<file path="config.mk">
export PLATFORM = sky130hd
export DESIGN_NAME = frac_alm
export DESIGN_NICKNAME = d
export VERILOG_FILES = /design/src/rtl/frac_alm_pkg.sv /design/src/rtl/alm_quarter.sv /design/src/rtl/alm_addr_gen.sv /design/src/rtl/alm_out_mux.sv /design/src/rtl/alm_reg.sv /design/src/rtl/frac_alm.sv
export SDC_FILE = /design/constraint.sdc
export NUM_CORES = 1
export LEC_CHECK = 0
export ABC_CLOCK_PERIOD_IN_PS = 3000
export BUFFER_PORTS_ARGS = -buffer_cell sky130_fd_sc_hd__buf_4
export CAP_MARGIN = 20
export CORE_MARGIN = 4
export CORE_UTILIZATION = 30
export DETAILED_ROUTE_END_ITERATION = 16
export GPL_TIMING_DRIVEN = 0
export SLEW_MARGIN = 20
export SYNTH_ARGS = -nofsm -noshare
export SYNTH_HDL_FRONTEND = slang
export SYNTH_SLANG_ARGS = --single-unit
</file>
<file path="constraint.sdc">
create_clock -name clk -period 3 [get_ports clk]
set_input_delay 0.15 -clock clk [delete_from_list [all_inputs] [get_ports clk]]
set_output_delay 0.15 -clock clk [all_outputs]
set_load 0.01 [all_outputs]
</file>
<file path="src/rtl/frac_alm_pkg.sv">
package frac_alm_pkg;

    localparam int QADDR_W  = 4;
    localparam int QBITS    = 1 << QADDR_W;
    localparam int NQUARTER = 4;
    localparam int MASK_W   = NQUARTER * QBITS;
    localparam int NIN      = 8;

    typedef enum logic [2:0] {
        MODE_QUAD4 = 3'd0,
        MODE_PAIR5 = 3'd1,
        MODE_WIDE6 = 3'd2,
        MODE_TWIN6 = 3'd3,
        MODE_PART7 = 3'd4
    } alm_mode_e;

    typedef struct packed {
        logic tie;
        logic swap_hi;
        logic swap_lo;
        logic split;
        logic spread;
    } alm_cfg_t;

    typedef struct packed {
        logic [QADDR_W-1:0] up;
        logic [QADDR_W-1:0] lo;
    } alm_addr_t;

    typedef struct packed {
        logic hi;
        logic lo;
    } alm_pair_t;

    function automatic alm_mode_e decode_mode(alm_cfg_t c);
        if (c.swap_hi && c.swap_lo && !c.split && c.spread)
            return MODE_TWIN6;
        else if (!c.swap_hi && c.swap_lo && c.split)
            return MODE_PART7;
        else if (c.tie)
            return MODE_WIDE6;
        else if (c.spread)
            return MODE_PAIR5;
        else
            return MODE_QUAD4;
    endfunction

    function automatic logic pick2(logic sel, logic when0, logic when1);
        return sel ? when1 : when0;
    endfunction

endpackage

</file>
<file path="src/rtl/alm_quarter.sv">
module alm_quarter #(
    parameter int ADDR_W = 4,
    localparam int DEPTH = 1 << ADDR_W
) (
    input  logic [DEPTH-1:0]  table_bits,
    input  logic [ADDR_W-1:0] addr,
    output logic              y
);
    assign y = table_bits[addr];
endmodule

</file>
<file path="src/rtl/alm_addr_gen.sv">
module alm_addr_gen
    import frac_alm_pkg::*;
(
    input  alm_mode_e      mode,
    input  logic [NIN-1:0] din,
    output alm_addr_t      addr
);
    always_comb begin
        unique case (mode)
            MODE_QUAD4: begin
                addr.up = {din[6], din[4], din[2], din[0]};
                addr.lo = {din[7], din[5], din[3], din[1]};
            end
            MODE_PAIR5, MODE_WIDE6: begin
                addr.up = {din[4], din[2], din[1], din[0]};
                addr.lo = {din[5], din[3], din[1], din[0]};
            end
            MODE_PART7: begin
                addr.up = {din[3], din[2], din[1], din[0]};
                addr.lo = {din[5], din[3], din[1], din[0]};
            end
            default: begin
                addr.up = {din[3], din[2], din[1], din[0]};
                addr.lo = {din[3], din[2], din[1], din[0]};
            end
        endcase
    end
endmodule

</file>
<file path="src/rtl/alm_out_mux.sv">
module alm_out_mux
    import frac_alm_pkg::*;
(
    input  alm_mode_e             mode,
    input  logic [NQUARTER-1:0]   q,
    input  logic [3:0]            sel,   // {SL, SU, QL, QU}
    output alm_pair_t             y
);
    logic su, sl, qu, ql;
    logic upper5, lower5;

    assign qu = sel[0];
    assign ql = sel[1];
    assign su = sel[2];
    assign sl = sel[3];

    always_comb begin
        upper5 = pick2(su, q[0], q[1]);
        lower5 = pick2(su, q[2], q[3]);
        unique case (mode)
            MODE_QUAD4: begin
                y.hi = q[0];
                y.lo = q[2];
            end
            MODE_PAIR5: begin
                y.hi = upper5;
                y.lo = pick2(sl, q[2], q[3]);
            end
            MODE_WIDE6: begin
                y.hi = pick2(sl, upper5, lower5);
                y.lo = y.hi;
            end
            MODE_TWIN6: begin
                y.hi = q[{su, qu}];
                y.lo = q[{sl, ql}];
            end
            default: begin
                y.hi = pick2(qu, upper5, lower5);
                y.lo = y.hi;
            end
        endcase
    end
endmodule

</file>
<file path="src/rtl/alm_reg.sv">
module alm_reg (
    input  logic clk,
    input  logic rst,
    input  logic clr,
    input  logic en,
    input  logic d,
    output logic q
);
    always_ff @(posedge clk) begin
        if (rst || clr)
            q <= 1'b0;
        else if (en)
            q <= d;
    end
endmodule

</file>
<file path="src/rtl/frac_alm.sv">
module frac_alm
    import frac_alm_pkg::*;
(
    input  logic              clk,
    input  logic              rst,
    input  logic [MASK_W-1:0] mask,
    input  logic              cfg_tie,
    input  logic              cfg_swap_hi,
    input  logic              cfg_swap_lo,
    input  logic              cfg_split,
    input  logic              cfg_spread,
    input  logic [NIN-1:0]    lut_in,
    input  logic              ff_clr,
    input  logic              ff_en,
    output logic              comb_hi,
    output logic              comb_lo,
    output logic              reg_hi,
    output logic              reg_lo
);
    alm_cfg_t            cfg;
    alm_mode_e           mode;
    alm_addr_t           addr;
    logic [NQUARTER-1:0] qout;
    alm_pair_t           res;

    assign cfg  = '{tie: cfg_tie, swap_hi: cfg_swap_hi, swap_lo: cfg_swap_lo,
                    split: cfg_split, spread: cfg_spread};
    assign mode = decode_mode(cfg);

    alm_addr_gen u_addr (
        .mode (mode),
        .din  (lut_in),
        .addr (addr)
    );

    for (genvar k = 0; k < NQUARTER; k++) begin : g_quarter
        localparam bit UPPER = (k < NQUARTER / 2);
        alm_quarter #(.ADDR_W(QADDR_W)) u_q (
            .table_bits (mask[k*QBITS +: QBITS]),
            .addr       (UPPER ? addr.up : addr.lo),
            .y          (qout[k])
        );
    end

    alm_out_mux u_mux (
        .mode (mode),
        .q    (qout),
        .sel  (lut_in[7:4]),
        .y    (res)
    );

    assign comb_hi = res.hi;
    assign comb_lo = res.lo;

    alm_reg u_reg_hi (
        .clk (clk), .rst (rst), .clr (ff_clr), .en (ff_en),
        .d   (res.hi), .q (reg_hi)
    );

    alm_reg u_reg_lo (
        .clk (clk), .rst (rst), .clr (ff_clr), .en (ff_en),
        .d   (res.lo), .q (reg_lo)
    );
endmodule

</file>
==> flow_summary.json, run 1 <==
{
  "wl_per_cell_um": 15.9,
  "synth_flop_cell": "dfxtp_1",
  "path_depth": 13,
  "die_w_um": 76.7,
  "gr-usage-all-layers_pct": 17.7,
  "rows": 24,
  "worstPathMaxFanout": 8,
  "dp.cells": 331,
  "gp_congestion": 0.811,
  "area_delta_synth_final_pct": 58.8,
  "cp.arrival_ns": 2.77,
  "core_area_um2": 4440,
  "seq_area_frac_synth_pct": 2.83,
  "clock_latency_ns": 0.21,
  "path_common_cell": "buf_6",
  "end_kind": "primary output",
  "portBuffers": 80,
  "ys_async_sr_fraction_pct": 0,
  "r2r_cells": 3,
  "viasPerCell": 5.89,
  "drv_slew": 0,
  "dieArea_um2": 5880,
  "grt_pass1_vias": 1949,
  "path_clk_slew_ns": 0.03,
  "cts_sinks": 2,
  "synth-edff-count": 0,
  "htree_levels": 1,
  "max_slew.worst_pin.slew_ns": 0.484,
  "timing.max_slew.rel_slack_pct": 67.7,
  "drt-total-wl_um": 5410,
  "crit_path_cell_trace": "buf_6, and3b_1, buf_6, or3_1, buf_6, o221ai_2, a221oi_1, a32oi_1, o211ai_1, mux4_2, and2_4, or2_1, buf_6",
  "syn_nets": 280,
  "final_cells": 341,
  "io_pins": 85,
  "final-setup-viol-count": 0,
  "max_freq_mhz": 342,
  "crit_slowest_cell": "mux4_2",
  "drv_cap": 0,
  "synthCells": 199,
  "hold_depth": 3,
  "final_common_cell": "buf_4",
  "drt_iter0_markers": 132,
  "cts_tree": "built",
  "dp_hpwl_um": 4380,
  "crit_family": "simple AND/OR/NAND/NOR gates",
  "cts-root-buf": "clkbuf_8",
  "hold_violations": 0,
  "worstSetupPathType": "primary input to primary output",
  "synth_cell_types": 48,
  "n_antenna_cell": 0,
  "required_ns": 2.85,
  "drt_first_pass_iters": 4,
  "start_util_pct": 31.8,
  "drtAntennaViolNets": 0,
  "grt_max_degree": 11,
  "vias": 2009,
  "hold_class": "primary input to flop",
  "dpl_worst_slack_ns": -0.142,
  "crit_buf_inv": 4,
  "mostFrequentLayoutCells": "buf_4 (84), nor2_1 (18), nand2_1 (13)",
  "die_h_um": 76.7,
  "clock_path_buffers": 2,
  "cts_hold_buf": 0,
  "synthesis.area_um2": 1410,
  "final.period_utilization_pct": 97.4,
  "skew_ns": 0,
  "cts_inserted_buffers": 3,
  "drc_errors": 0,
  "avgSynthCellArea_um2": 7.10,
  "cellLeakagePower_nw": 0.950,
  "gr-total-overflow": 0,
  "status": "completed",
  "min_period_ns": 2.92,
  "timing.final.ws_setup_ns": 0.0777,
  "drive_gt1_share_pct": 41.5,
  "cp-start-kind": "primary input",
  "yosysWarningCount": 0,
  "power.density_nw_per_um2": 213,
  "ir_drop_mv": 0.0727,
  "max_stage_delay_ns": 0.48,
  "synth.ff_latch_count": 2,
  "grt_pass1_wl_um": 8830,
  "nNetsFinal": 372,
  "antenna_found_initial": 0
}
final timing paths:
path,startpoint,endpoint,slack (ns)
max,cfg_split,comb_lo,0.08
min,rst,u_reg_hi.q,0.21
max reg2reg,u_reg_hi.q,u_reg_hi.q,2.28
min reg2reg,u_reg_hi.q,u_reg_hi.q,0.58
logic make-up (layout without fill, tap and decap cells):
| logic type | after synthesis | after routing | share of synthesized area [%] |
|---|---|---|---|
| AND/OR/NAND/NOR | 81 | 81 | 30.7 |
| flip-flops | 2 | 2 | 2.83 |
| buffers and inverters | 21 | 111 | 6.90 |
| AO/OA/AOI/OAI | 76 | 76 | 38.7 |
| multiplexers | 19 | 19 | 20.9 |
power by group:
group	leakage (nW)	switching (mW)	internal (mW)
clock network	0.0216	0.0186	0.0846
logic	0.912	0.158	0.188
registers	0.0164	0.000645	0.0283
registers in the layout (all words and copies together), names as in the netlist:
| signal | count |
|---|---|
| u_reg_hi.q | 1 |
| u_reg_lo.q | 1 |
timing repair:
action                                  CTS  global route
buffers inserted                          2             6
endpoints found under the hold margin     0             0
endpoints found under the setup margin    2             2
resized for setup                         3            21
pin swaps                                 1            10
layout make-up:
cell class	count	area, um2
plain buffers	16	90.1
inverters	4	15.0
multi-input cells	176	1320
well taps	52	65.1
clock buffers	3	41.3
flip-flops and latches	2	40.0
fillers	473	2200
repair buffers	88	676
cell usage after synthesis (4+ instances only):
| cell type | count | area [um2] |
|---|---|---|
| a21oi_1 | 10 | 50.1 |
| a221oi_1 | 4 | 35.0 |
| clkbuf_1 | 12 | 45.0 |
| inv_1 | 4 | 15.0 |
| mux2i_1 | 7 | 70.1 |
| mux4_2 | 8 | 180 |
| nand2_1 | 13 | 48.8 |
| nand3_1 | 10 | 50.1 |
| nand4_1 | 5 | 31.3 |
| nand4b_1 | 4 | 35.0 |
| nor2_1 | 19 | 71.3 |
| o211ai_1 | 5 | 37.5 |
| o21ai_0 | 10 | 50.1 |
| o21ai_1 | 5 | 25.0 |
| o221ai_1 | 6 | 52.6 |
| o22ai_1 | 9 | 56.3 |
| or3_1 | 10 | 62.6 |
per-stage QoR:
stage	hold slack [ns]	setup TNS, ns	power, mW	cell area (um2)	util [%]
final	0.211	0	0.478	2250	50.5
after global routing	0.207	-0.0318	0.520	2250	50.5
after CTS	0.210	0	0.452	2140	48.2
after detailed placement	0.426	-0.158	0.343	2080	46.8
after global placement	0.421	-0.107	0.341	2080	46.8
after floorplan	0.312	0	0.206	1410	-
routing by layer:
metal  wire length (um)  part of all wire, %  GRT usage, %
met4                 51                 0.94          3.62
met3                290                  5.4          2.69
met2               2680                   50          31.9
met1               2390                   44          22.3
met5                  0                    0             0
worst register-to-register path, stage by stage, from the launching register on:
cell	delay, ns
dfxtp_1	0.31
nor2_1	0.04
nor3_1	0.15
o31a_1	0.16
(Power assumes the default switching activity.)
==> run 2, diff against run 1 <==
--- a/config.mk
+++ b/config.mk
@@ -12,6 +12,7 @@
 export CORE_UTILIZATION = 30
 export DETAILED_ROUTE_END_ITERATION = 16
 export GPL_TIMING_DRIVEN = 0
+export PLACE_DENSITY = 0.59
 export SLEW_MARGIN = 20
 export SYNTH_ARGS = -nofsm -noshare
 export SYNTH_HDL_FRONTEND = slang
==> run 2 against run 1 <==
Via count is 1.4% lower. Clock-buffer cell count stayed put. Register-to-register slack better by 0.02 ns. Critical endpoint unchanged.
==> flow_summary.json, run 2 (synthesized netlist as in run 1, its figures left out) <==
{
  "die_h_um": 76.7,
  "crit_buf_inv": 3,
  "dpl_cell_area_um2": 2080,
  "clock_latency_ns": 0.20,
  "gr-total-overflow": 0,
  "die_w_um": 76.7,
  "wl_per_cell_um": 16.4,
  "cts_inserted_buffers": 3,
  "nNetsFinal": 371,
  "fin_setup_tns_ns": 0,
  "hold_depth": 3,
  "end_kind": "primary output",
  "drc_errors": 0,
  "cp.arrival_ns": 2.83,
  "path_clk_slew_ns": 0.03,
  "min_period_ns": 2.98,
  "gp_congestion": 0.837,
  "nFillCells": 490,
  "drive_gt1_share_pct": 41.7,
  "final.period_utilization_pct": 99.3,
  "n_antenna_cell": 0,
  "worstSetupPathType": "primary input to primary output",
  "vias": 1981,
  "drt-total-wl_um": 5570,
  "crit_path_cell_trace": "buf_12, or2_1, buf_6, or3_4, o221ai_4, a221oi_2, a32oi_1, o211ai_1, mux4_2, and2_4, or2_1, buf_6",
  "final-setup-viol-count": 0,
  "max_stage_delay_ns": 0.51,
  "drt_iter0_markers": 128,
  "r2r_cells": 3,
  "grt_max_degree": 11,
  "dieArea_um2": 5880,
  "hold_class": "primary input to flop",
  "crit_slowest_cell": "mux4_2",
  "worstPathMaxFanout": 8,
  "drt_first_pass_iters": 4,
  "final_common_cell": "buf_4",
  "htree_levels": 1,
  "status": "completed",
  "power.density_nw_per_um2": 215,
  "cp-start-kind": "primary input",
  "mostFrequentLayoutCells": "buf_4 (85), nor2_1 (18), nand2_1 (13)",
  "antenna_found_initial": 0,
  "cts_sinks": 2,
  "max_freq_mhz": 336,
  "p_total_mw": 0.485,
  "start_util_pct": 31.8,
  "viasPerCell": 5.83,
  "grt_pass1_wl_um": 9150,
  "core_area_um2": 4440,
  "rsz0062_at_grt": "yes",
  "fin_util_pct": 50.8,
  "ir_drop_mv": 0.0781,
  "cts_hold_buf": 0,
  "hold_violations": 0,
  "area_delta_synth_final_pct": 59.7,
  "cellLeakagePower_nw": 0.948,
  "final_cells": 340,
  "path_depth": 12,
  "crit_family": "simple AND/OR/NAND/NOR gates",
  "drtAntennaViolNets": 0,
  "gr-usage-all-layers_pct": 18.2,
  "timing.max_slew.rel_slack_pct": 70.1,
  "max_slew.worst_pin.slew_ns": 0.449,
  "skew_ns": 0,
  "drv_cap": 0,
  "dp.cells": 331,
  "io_pins": 85,
  "rows": 24,
  "cts-root-buf": "clkbuf_8",
  "portBuffers": 80,
  "cts_tree": "built",
  "required_ns": 2.85,
  "reg_top3": "u_reg_hi.q x1, u_reg_lo.q x1",
  "grt_pass1_vias": 2014,
  "fin_area_um2": 2260,
  "clock_path_buffers": 2,
  "dp_hpwl_um": 4370,
  "drv_slew": 0
}
-- run 2: repair_timing --
action	4_1_cts	5_1_grt
endpoints found under the hold margin	0	0
setup buffers	2	5
setup endpoints to repair	2	2
resized for setup	3	28
pin swaps	3	11
-- run 2: metrics by stage --
| step | setup slack, ns | hold WS (ns) |
|---|---|---|
| 6_report | 0.0210 | 0.204 |
| 3_3_place_gp | -0.160 | 0.419 |
| 5_1_grt | -0.0946 | 0.219 |
| 4_1_cts | 0.00545 | 0.204 |
| 2_1_floorplan | 0.310 | 0.312 |
| 3_5_place_dp | -0.120 | 0.420 |
-- run 2: final cells by class --
cell class / instances / area, um2 / share of cell area, %
clock buffer: 3 / 41.3 / 1.83
buffer: 16 / 88.8 / 3.93
sequential: 2 / 40.0 / 1.77
inverter: 4 / 15.0 / 0.665
timing repair buffer: 87 / 673 / 29.8
tap: 52 / 65.1 / 2.88
multi-input combinational: 176 / 1340 / 59.1
-- run 2: report_power, final --
part | internal, mW | switching, mW | leakage [nW]
clock | 0.0845 | 0.0176 | 0.0216
combinational | 0.192 | 0.162 | 0.910
sequential | 0.0283 | 0.000677 | 0.0164
total | 0.305 | 0.181 | 0.948
-- run 2: worst paths after layout --
check / slack (ns) / endpoint / start
min: 0.20 / u_reg_hi.q / rst
min reg2reg: 0.56 / u_reg_hi.q / u_reg_hi.q
max: 0.02 / comb_lo / cfg_spread
max reg2reg: 2.30 / u_reg_lo.q / u_reg_lo.q
-- run 2: worst register-to-register path, delay by kind of cell, from the launching register on --
kind	cells	cell delay, ns
flip-flops	1	0.32
AND/OR/NAND/NOR	2	0.17
AO/OA/AOI/OAI	1	0.16
-- run 2: layer usage --
metal  vias to the layer above  share of wire [%]  wire, um  GRT usage, %
met3                         2                6.0       332          2.46
li1                        990                  -         -             -
met4                         0               0.38        21          3.99
met5                         -                  0         0             0
met1                       919                 44      2450          23.9
met2                        70                 50      2770          31.8
